[config.mk]
export PLATFORM = sky130hd
export DESIGN_NAME = cfg_serial_rx
export DESIGN_NICKNAME = d
export VERILOG_FILES = /design/src/rtl/cfg_rx_pkg.sv /design/src/rtl/cfg_line_sync.sv /design/src/rtl/cfg_link_fsm.sv /design/src/rtl/cfg_reg_bank.sv /design/src/rtl/cfg_out_gate.sv /design/src/rtl/cfg_serial_rx.sv
export SDC_FILE = /design/constraint.sdc
export NUM_CORES = 1
export LEC_CHECK = 0
export BUFFER_PORTS_ARGS = -buffer_cell sky130_fd_sc_hd__buf_2
export CELL_PAD_IN_SITES_DETAIL_PLACEMENT = 1
export CELL_PAD_IN_SITES_GLOBAL_PLACEMENT = 2
export CORE_UTILIZATION = 30
export CTS_CLUSTER_SIZE = 24
export DETAILED_ROUTE_END_ITERATION = 10
export MAX_ROUTING_LAYER = met4
export PLACE_DENSITY_LB_ADDON = 0.1
export SLEW_MARGIN = 20
export SYNTH_ARGS = -nofsm -noshare
export SYNTH_HDL_FRONTEND = slang
export SYNTH_SLANG_ARGS = --single-unit
[constraint.sdc]
create_clock -name clk -period 2.95 [get_ports clk]
set_input_delay 0.59 -clock clk [delete_from_list [all_inputs] [get_ports clk]]
set_output_delay 0.59 -clock clk [all_outputs]
set_load 0.01 [all_outputs]
[src/rtl/cfg_rx_pkg.sv]
package cfg_rx_pkg;

    typedef enum logic [2:0] {
        ST_IDLE,
        ST_SHIFT,
        ST_ACK_WAIT,
        ST_ACK_DRIVE,
        ST_IGNORE
    } link_state_t;

    localparam int BYTE_W = 8;

endpackage

[src/rtl/cfg_line_sync.sv]
module cfg_line_sync #(
    parameter int STAGES = 2
) (
    input  logic clk,
    input  logic rst_n,
    input  logic scl_in,
    input  logic sda_in,
    output logic sda_s,
    output logic scl_rise,
    output logic scl_fall,
    output logic start_evt,
    output logic stop_evt
);

    logic [STAGES-1:0] scl_chain;
    logic [STAGES-1:0] sda_chain;
    logic              scl_q;
    logic              sda_q;
    logic              scl_s;

    // The idle bus is high, so every stage resets to 1.
    always_ff @(posedge clk or negedge rst_n) begin
        if (!rst_n) begin
            scl_chain <= '1;
            sda_chain <= '1;
            scl_q     <= 1'b1;
            sda_q     <= 1'b1;
        end else begin
            scl_chain <= {scl_chain[STAGES-2:0], scl_in};
            sda_chain <= {sda_chain[STAGES-2:0], sda_in};
            scl_q     <= scl_chain[STAGES-1];
            sda_q     <= sda_chain[STAGES-1];
        end
    end

    assign scl_s     = scl_chain[STAGES-1];
    assign sda_s     = sda_chain[STAGES-1];
    assign scl_rise  = scl_s & ~scl_q;
    assign scl_fall  = ~scl_s & scl_q;
    // A data edge counts as a bus condition only when SCL is high on both sides of it.
    assign start_evt = scl_s & scl_q & sda_q & ~sda_s;
    assign stop_evt  = scl_s & scl_q & ~sda_q & sda_s;

endmodule

[src/rtl/cfg_link_fsm.sv]
module cfg_link_fsm
    import cfg_rx_pkg::*;
#(
    parameter logic [7:0] ADDR     = 8'hD2,
    parameter int         NUM_DATA = 7,
    parameter int         IDX_W    = $clog2(NUM_DATA + 4)
) (
    input  logic              clk,
    input  logic              rst_n,
    input  logic              sda_s,
    input  logic              scl_rise,
    input  logic              scl_fall,
    input  logic              start_evt,
    input  logic              stop_evt,
    output link_state_t       state,
    output logic              sda_pull,
    output logic              wr_en,
    output logic [IDX_W-1:0]  wr_idx,
    output logic [BYTE_W-1:0] wr_data
);

    localparam int FIRST_DATA = 3;
    localparam int TOTAL      = NUM_DATA + FIRST_DATA;

    link_state_t       nxt;
    logic [2:0]        bit_cnt;
    logic [6:0]        shreg;
    logic [IDX_W-1:0]  byte_idx;
    logic              byte_done;
    logic [7:0]        full_byte;
    logic              pull_q;

    assign full_byte = {shreg, sda_s};
    assign byte_done = (state == ST_SHIFT) && scl_rise && (bit_cnt == 3'd7);

    // State register and datapath registers
    always_ff @(posedge clk or negedge rst_n) begin
        if (!rst_n) begin
            state    <= ST_IDLE;
            bit_cnt  <= '0;
            shreg    <= '0;
            byte_idx <= '0;
            pull_q   <= 1'b0;
        end else begin
            state  <= nxt;
            pull_q <= (nxt == ST_ACK_DRIVE);
            if (start_evt || stop_evt) begin
                bit_cnt  <= '0;
                shreg    <= '0;
                byte_idx <= '0;
            end else if (state == ST_SHIFT && scl_rise) begin
                shreg   <= full_byte[6:0];
                bit_cnt <= bit_cnt + 3'd1;
                if (bit_cnt == 3'd7 && byte_idx != IDX_W'(TOTAL))
                    byte_idx <= byte_idx + 1'b1;
            end
        end
    end

    // Next state and outputs
    always_comb begin
        nxt     = state;
        wr_en   = 1'b0;
        wr_idx  = byte_idx - IDX_W'(FIRST_DATA);
        wr_data = full_byte;
        if (start_evt) begin
            nxt = ST_SHIFT;
        end else if (stop_evt) begin
            nxt = ST_IDLE;
        end else begin
            unique case (state)
                ST_IDLE:      nxt = ST_IDLE;
                ST_SHIFT: begin
                    if (byte_done) begin
                        if (byte_idx == '0 && full_byte != ADDR)
                            nxt = ST_IGNORE;
                        else
                            nxt = ST_ACK_WAIT;
                        wr_en = (byte_idx >= IDX_W'(FIRST_DATA)) &&
                                (byte_idx <  IDX_W'(TOTAL));
                    end
                end
                ST_ACK_WAIT:  if (scl_fall) nxt = ST_ACK_DRIVE;
                ST_ACK_DRIVE: if (scl_fall) nxt = ST_SHIFT;
                ST_IGNORE:    nxt = ST_IGNORE;
                default:      nxt = ST_IDLE;
            endcase
        end
    end

    assign sda_pull = pull_q;

endmodule

[src/rtl/cfg_reg_bank.sv]
module cfg_reg_bank
    import cfg_rx_pkg::*;
#(
    parameter int          NUM_DATA  = 7,
    parameter int          IDX_W     = $clog2(NUM_DATA + 4),
    parameter logic [7:0]  RESET_VAL = 8'hFF
) (
    input  logic                         clk,
    input  logic                         rst_n,
    input  logic                         wr_en,
    input  logic [IDX_W-1:0]             wr_idx,
    input  logic [BYTE_W-1:0]            wr_data,
    output logic [BYTE_W*NUM_DATA-1:0]   regs_flat
);

    for (genvar k = 0; k < NUM_DATA; k++) begin : g_reg
        logic [BYTE_W-1:0] r;
        always_ff @(posedge clk or negedge rst_n) begin
            if (!rst_n)
                r <= RESET_VAL;
            else if (wr_en && wr_idx == IDX_W'(k))
                r <= wr_data;
        end
        assign regs_flat[BYTE_W*k +: BYTE_W] = r;
    end

endmodule

[src/rtl/cfg_out_gate.sv]
module cfg_out_gate #(
    parameter int NUM_OUT = 16,
    parameter int CFG_W   = 56
) (
    input  logic               oe_pin,
    input  logic [CFG_W-1:0]   cfg_flat,
    output logic [NUM_OUT-1:0] out_en
);

    for (genvar i = 0; i < NUM_OUT; i++) begin : g_gate
        assign out_en[i] = oe_pin & cfg_flat[i];
    end

endmodule

[src/rtl/cfg_serial_rx.sv]
module cfg_serial_rx
    import cfg_rx_pkg::*;
#(
    parameter logic [7:0] ADDR        = 8'hD2,
    parameter int         NUM_DATA    = 7,
    parameter int         NUM_OUT     = 16,
    parameter int         SYNC_STAGES = 2
) (
    input  logic                        clk,
    input  logic                        rst_n,
    input  logic                        scl_in,
    input  logic                        sda_in,
    input  logic                        oe_pin,
    output logic                        sda_pull,
    output logic [8*NUM_DATA-1:0]       cfg_regs,
    output logic [NUM_OUT-1:0]          out_en
);

    localparam int IDX_W = $clog2(NUM_DATA + 4);

    logic              sda_s;
    logic              scl_rise;
    logic              scl_fall;
    logic              start_evt;
    logic              stop_evt;
    link_state_t       state;
    logic              wr_en;
    logic [IDX_W-1:0]  wr_idx;
    logic [7:0]        wr_data;

    cfg_line_sync #(.STAGES(SYNC_STAGES)) u_sync (
        .clk       (clk),
        .rst_n     (rst_n),
        .scl_in    (scl_in),
        .sda_in    (sda_in),
        .sda_s     (sda_s),
        .scl_rise  (scl_rise),
        .scl_fall  (scl_fall),
        .start_evt (start_evt),
        .stop_evt  (stop_evt)
    );

    cfg_link_fsm #(.ADDR(ADDR), .NUM_DATA(NUM_DATA), .IDX_W(IDX_W)) u_fsm (
        .clk       (clk),
        .rst_n     (rst_n),
        .sda_s     (sda_s),
        .scl_rise  (scl_rise),
        .scl_fall  (scl_fall),
        .start_evt (start_evt),
        .stop_evt  (stop_evt),
        .state     (state),
        .sda_pull  (sda_pull),
        .wr_en     (wr_en),
        .wr_idx    (wr_idx),
        .wr_data   (wr_data)
    );

    cfg_reg_bank #(.NUM_DATA(NUM_DATA), .IDX_W(IDX_W)) u_regs (
        .clk       (clk),
        .rst_n     (rst_n),
        .wr_en     (wr_en),
        .wr_idx    (wr_idx),
        .wr_data   (wr_data),
        .regs_flat (cfg_regs)
    );

    cfg_out_gate #(.NUM_OUT(NUM_OUT), .CFG_W(8*NUM_DATA)) u_gate (
        .oe_pin    (oe_pin),
        .cfg_flat  (cfg_regs),
        .out_en    (out_en)
    );

endmodule

==> impl_results.md, run 1 <==
- Starting density of the core: 0.3093
- Switching part of the total: 0.2150
- Setup TNS: 0 ps
- Drt wl/cell: 16.98 um
- First DRT Iteration DRCs: 71
- Critical Path Start Type: register
- CP max FO: 9
- Ant. Diodes: 0
- CP arrival: 2650 ps
- Layout Cells excl Fill: 519
- First-pass GRT wire length: 14220 um
- CTS Hold Bufs: 0
- Final Hold Vio Count: 0
- CP bufs+invs: 0
- DP Area: 0.004308 mm2
- Leak pwr: 0.002149 uW
- CTS tree: yes
- Core Area: 0.01206 mm2
- Syn avg cell area: 14.03 um2
- Total vias in the final route: 2382
- Pre-CTS WS: 571.0 ps
- Fraction of registers with async set/reset: 1.000
- Synth area leader: dfstp_2
- Register bit count reported by yosys: 80
- Die Wd: 113.5 um
- Critical path class: reg2reg
- Period minus WS final: 2387 ps
- Crit path max-delay family: compound AO/OA/AOI/OAI gates
- Int Pwr: 1904 uW
- Slowest Stage Delay on Critical Path: 630 ps
- Reg2Reg Launch Point: u_fsm.byte_idx[1]$_DFFE_PN0P_
- Slew headroom: 0.4360
- Total track usage: 0.1514
- RSZ-0062 raised after global routing: false
- Pins Over Slew Limit: 0
- Crit end category: register
- Status: finished clean
- YS warnings: 0
- Dpl cells: 503
- Sequential group share of total power: 0.469
- Netlist cell types: 42
- Switch Pwr: 521.4 uW
- Post-DP HPWL: 6103 um
- Worst R2R End: u_regs.g_reg[4].r[3]$_DFFE_PN1P_
- R2R depth: 4
- Post-DRT Antenna Nets: 0
- Clock Latency Late Sink: 340 ps
- Setup slack, reg-to-reg: 560 ps
- Drt total wl: 8815 um
- Root Buffer: clkbuf_16
- Clock power share: 0.503
- Synth Net Count: 280
- CTS H-Tree Depth: 3
- CTS max path bufs: 2
- Area grow syn2layout: 24.45%
- Clk slew on worst S/H paths: 60 ps
- Yosys top cell area share: 0.4366
- Post-cts resize count: 0
- Post-synthesis cell area: 0.003731 mm2
- PwrDens: 522.3 mW/mm2
- Pin count of the biggest net entering global routing: 67
- Hold Path Depth: 1
- Clk sinks: 80
- Vias in the first global route: 2410
- CTS Buf Count: 9
- Max VDD drop: 0.3198 mV
- Main flop type after synthesis: dfstp_2
- Critical Path RT: 3210 ps
- Min-delay src: sda_in
- Design area: 0.004643 mm2
- Fmax: 0.4189 GHz
- Post-synth EDFFs: 0
- Initial antenna violation count: 0
- Row count: 40
- Endpoints failing setup: 0
- Height of the die: 113.5 um
- Max-cap violations: 0
- DRC: 0
- Hold worst-path end: u_sync.sda_chain[0]$_DFF_PN1_
- Worst Hold Class: in2reg
- Post-synthesis cell count: 266
- Total gr overflow: 0
- Slowest CP cell: o31a_1
- Post-CTS setup buffers: 0
- IO Pins: 78
- Seq/Total Area, Yosys: 0.5573
- Logic gate share of total power: 0.028
- Port-buffer cells: 77
- Final setup margin: 562.9 ps
- Die area: 0.01289 mm2
- Period utilization: 0.8092
- Synth area leaders: dfstp_2 (44%), mux2_2 (17%), dfrtp_1 (12%), o2111ai_4 (4.9%), ha_1 (3.0%)
- Global placement routability congestion: 0.6880
- Crit-path cells: ha_1, o31a_1, o2111ai_4, mux2_2
- Vias per inst: 4.590
- Drt first pass iters: 4
- Total power: 2425 uW
- Layout cells sized above 1: 0.6695
- Slew of the pin with the lowest slew margin: 846.0 ps
- Fin nets: 360
- Clock skew: 8.328 ps
## synth_stat cells (2+ instances only)
master     number
dfstp_2        62
mux2_2         57
dfrtp_1        18
nand2_1        17
and2_1         16
nor2_1         10
a21oi_1         9
clkbuf_1        9
ha_1            9
o2111ai_4       7
inv_1           5
o21ai_0         4
xnor2_1         4
a2111oi_0       3
nand3b_1        3
buf_2           2
buf_4           2
nand2b_1        2
nand3_1         2
o31a_1          2
or2_2           2
## layer usage
metal | share of wire | routed length, um | up-vias | track usage
li1 | - | - | 1102 | -
met1 | 0.49 | 4295 | 1206 | 0.2042
met2 | 0.46 | 4058 | 61 | 0.2272
met3 | 0.036 | 314 | 13 | 0.02338
met4 | 0.017 | 147 | 0 | 0.06316
met5 | 0 | 0 | - | -
## cells in the final DEF, fill, tap and decap left out, drive strengths merged, types with 2 or more instances in the layout
master / netlist / routed
buf: 4 / 82
dfstp: 62 / 62
mux2: 58 / 58
dfrtp: 18 / 18
nand2: 17 / 17
and2: 16 / 16
clkbuf: 9 / 12
nor2: 11 / 11
a21oi: 10 / 10
ha: 9 / 9
o2111ai: 7 / 7
inv: 5 / 7
xnor2: 4 / 4
o21ai: 4 / 4
nand3b: 3 / 3
a2111oi: 3 / 3
nor3b: 3 / 3
nand2b: 2 / 2
o31a: 2 / 2
or2: 2 / 2
nand3: 2 / 2
or3b: 2 / 2
nor3: 2 / 2
a211oi: 2 / 2
## state kept, by name (all words and copies together) (netlist names)
name              flops
u_regs.g.r           56
u_sync.sda_q          1
u_fsm.bit_cnt         3
u_fsm.byte_idx        4
u_sync.scl_q          1
u_sync.scl_chain      2
u_fsm.shreg           7
u_fsm.state           3
u_fsm.sda_pull        1
u_sync.sda_chain      2
## logic make-up (layout without fill, tap and decap cells)
logic type,count (synthesis),after routing,synth area share
buffers and inverters,18,103,0.02079
DFF,80,80,0.5573
and+or+nand+nor,64,64,0.1050
AOI/OAI and AO/OA,33,33,0.1013
muxes,58,58,0.1761
xor gates and xnor gates,4,4,0.009389
adders and majority gates,9,9,0.03018
## cell type report
cell class,count,area (um2)
timing repair buffer,82,425.4
tap,168,210.2
inverter,5,18.77
clock inverter,4,56.30
multi-input combinational,168,1574
sequential,80,2079
clock buffer,12,279.0
fill,1298,7418
## worst max path at each step
stage	end	cells past startpoint	slack, ps	from
2_1_floorplan	u_regs.g_reg[0].r[0]$_DFFE_PN1P_	5	1040	u_fsm.byte_idx[0]$_DFFE_PN0P_
3_3_place_gp	u_regs.g_reg[4].r[2]$_DFFE_PN1P_	4	660	u_fsm.byte_idx[1]$_DFFE_PN0P_
3_5_place_dp	u_regs.g_reg[4].r[3]$_DFFE_PN1P_	4	570	u_fsm.byte_idx[0]$_DFFE_PN0P_
4_1_cts	u_regs.g_reg[4].r[3]$_DFFE_PN1P_	4	560	u_fsm.byte_idx[0]$_DFFE_PN0P_
5_1_grt	u_regs.g_reg[1].r[0]$_DFFE_PN1P_	4	430	u_fsm.byte_idx[0]$_DFFE_PN0P_
6_report	u_regs.g_reg[4].r[3]$_DFFE_PN1P_	4	560	u_fsm.byte_idx[1]$_DFFE_PN0P_
## power groups by stage
stage	registers [uW]	clock network, uW	logic [uW]
final	1140	1220	68.2
after global routing	1140	1310	79.4
after CTS	1140	1260	71.4
after detailed placement	1150	0	71.1
after global placement	1150	0	70.2
after floorplan	1140	0	39.3
## through the flow
stage | hold slack (ps) | util
global route | 338.4 | 0.3850
detailed placement | 349.3 | 0.3572
finish | 349.6 | 0.3850
global placement | 346.0 | 0.3572
floorplan | 294.4 | -
CTS | 339.4 | 0.3850
No activity file was read; power rests on OpenSTA's default activity.
==> inputs of run 2 (changes only) <==
==> constraint.sdc (replaced) <==
create_clock -name clk -period 2.2 [get_ports clk]
set_input_delay 0.44 -clock clk [delete_from_list [all_inputs] [get_ports clk]]
set_output_delay 0.44 -clock clk [all_outputs]
set_load 0.01 [all_outputs]
==> run 2 against run 1 <==
Compared with the run above:
- maximum frequency up 16%
- global-route usage is 0.16 points higher
- wire length grew 1.2%
- die area did not move
- clock-buffer cell count decreased by 1
- register-to-register slack lost 430 ps
- hold slack lost 330 ps
- critical path type unchanged
- largest cell class unchanged
==> impl_results.md, run 2 (synthesis gave the netlist of run 1 again) <==
- Status: finished clean
- Slowest Stage Delay on Critical Path: 360 ps
- Starting density of the core: 0.3093
- CTS max path bufs: 2
- PwrDens: 651.3 mW/mm2
- Final Hold Vio Count: 0
- WL met1: 4274 um
- Critical Path RT: 2470 ps
- Port-buffer cells: 77
- Slew headroom: 0.6358
- Dpl cells: 514
- Total gr overflow: 0
- Critical path class: reg2reg
- Root Buffer: clkbuf_16
- Row count: 40
- CP max FO: 8
- First DRT Iteration DRCs: 54
- Area grow syn2layout: 25.59%
- Critical Path Start Type: register
- Pin count of the biggest net entering global routing: 39
- Vias in the first global route: 2426
- Largest register FFs: 56
- Crit-path cells: ha_1, ha_1, nand3b_1, nor2_8, o2111ai_4, mux2_2
- Global placement routability congestion: 0.6923
- Die Wd: 113.5 um
- Vias per inst: 4.535
- Post-DP HPWL: 6289 um
- Hold WS: 15.57 ps
- Max VDD drop: 0.2687 mV
- Clock Latency Late Sink: 340 ps
- Clk slew on worst S/H paths: 60 ps
- RSZ-0062 raised after global routing: false
- Ant. Diodes: 0
- CP bufs+invs: 0
- DP Area: 0.004403 mm2
- Total vias in the final route: 2399
- Crit end category: register
- Clock skew: 8.509 ps
- IO Pins: 78
- CTS Buf Count: 9
- Height of the die: 113.5 um
- Post-DRT Antenna Nets: 0
- Biggest register: u_regs.g.r
- Top routing layer used: met4
- Worst Hold Class: in2async
- Metal2 WL: 4204 um
- Drt first pass iters: 4
- Max-cap violations: 0
- First-pass GRT wire length: 14120 um
- Drt total wl: 8917 um
- CP dominant cell by count: ha_1
- Design area: 0.004686 mm2
- Period utilization: 0.9381
- Total track usage: 0.1530
- Largest regs: u_regs.g.r: 56 flops, u_fsm.shreg: 7 flops, u_fsm.byte_idx: 4 flops
- WL met3: 328 um
- Leak pwr: 0.002178 uW
- Setup TNS: 0 ps
- CTS H-Tree Depth: 3
- Initial antenna violation count: 0
- Core Area: 0.01206 mm2
- Fin nets: 371
- Crit path max-delay family: simple AND/OR/NAND/NOR gates
- Pins Over Slew Limit: 0
- Period minus WS final: 2064 ps
- Slowest CP cell: dfrtp_1
- Layout cells sized above 1: 0.6842
- DRC: 0
- CP arrival: 2330 ps
- CTS tree: yes
- Endpoints failing setup: 0
- Commonest cells after routing, fill and taps aside: buf_2 (76), dfstp_2 (62), mux2_2 (57)
- Fmax: 0.4845 GHz
- Clk sinks: 80
- Drt wl/cell: 16.86 um
- Layout Cells excl Fill: 529
- Slew of the pin with the lowest slew margin: 543.9 ps
- Most common cell after layout, fill and taps aside: buf_2
- Die area: 0.01289 mm2
## run 2: cell types whose count changed in the layout (fill, tap and decap cells not counted), sizes merged
cell / before / now
bufinv: 1 / 0
buf: 82 / 93
clkbuf: 12 / 11
clkinv: 1 / 0
clkinvlp: 0 / 3
inv: 7 / 6
## run 2: path summary, 6_finish.rpt
| check | to | slack (ps) | start | cells after the start |
|---|---|---|---|---|
| max | u_regs.g_reg[4].r[7]$_DFFE_PN1P_ | 140 | u_fsm.bit_cnt[0]$_DFFE_PN0P_ | 6 |
| min | u_fsm.shreg[1]$_DFFE_PN0P_ | 20 | rst_n | 1 |
| max reg2reg | u_regs.g_reg[4].r[7]$_DFFE_PN1P_ | 140 | u_fsm.bit_cnt[0]$_DFFE_PN0P_ | 6 |
| min reg2reg | u_sync.scl_chain[1]$_DFF_PN1_ | 360 | u_sync.scl_chain[0]$_DFF_PN1_ | 0 |
| max in group asynchronous | u_regs.g_reg[0].r[4]$_DFFE_PN1P_ | 1540 | rst_n | 2 |
| min in group clk | u_sync.scl_chain[0]$_DFF_PN1_ | 200 | scl_in | 1 |
## run 2: per-layer routing
layer	vias to the layer above	GRT usage
li1	1120	-
met4	0	0.05877
met2	55	0.2293
met1	1215	0.2015
met5	-	-
met3	9	0.03454
## run 2: cell type report
type / count / area (um2)
clock buffer: 11 / 252.7
clock inverter: 4 / 28.78
fill: 1306 / 7376
inverter: 5 / 18.77
multi-input combinational: 168 / 1575
sequential: 80 / 2079
tap: 168 / 210.2
timing repair buffer: 93 / 520.5
## run 2: where the power goes
| part | switching, uW | internal [uW] | total [uW] |
|---|---|---|---|
| clock | 605 | 820 | 1420 |
| combinational | 77.2 | 36.7 | 114 |
| sequential | 15.2 | 1500 | 1510 |
## run 2: worst reg2reg max path, delay by kind of cell (launching register included)
kind | cells | cell delay (ps)
adders and majority gates | 2 | 330
AOI/OAI and AO/OA | 1 | 310
DFF | 1 | 360
muxes | 1 | 360
and+or+nand+nor | 2 | 630
## run 2: stage by stage
stage	util	power (uW)	setup WS, ps
after detailed placement	0.3650	1655	16.37
final	0.3885	3052	136.2
after CTS	0.3884	3102	2.075
after global routing	0.3885	3182	14.64
after floorplan	-	1582	285.3
after global placement	0.3650	1652	87.11
## run 2: timing repair
item	4_1_cts	5_1_grt
hold buffers	0	0
gates resized for setup	0	1
setup endpoints to repair	0	56
buffers inserted	0	0
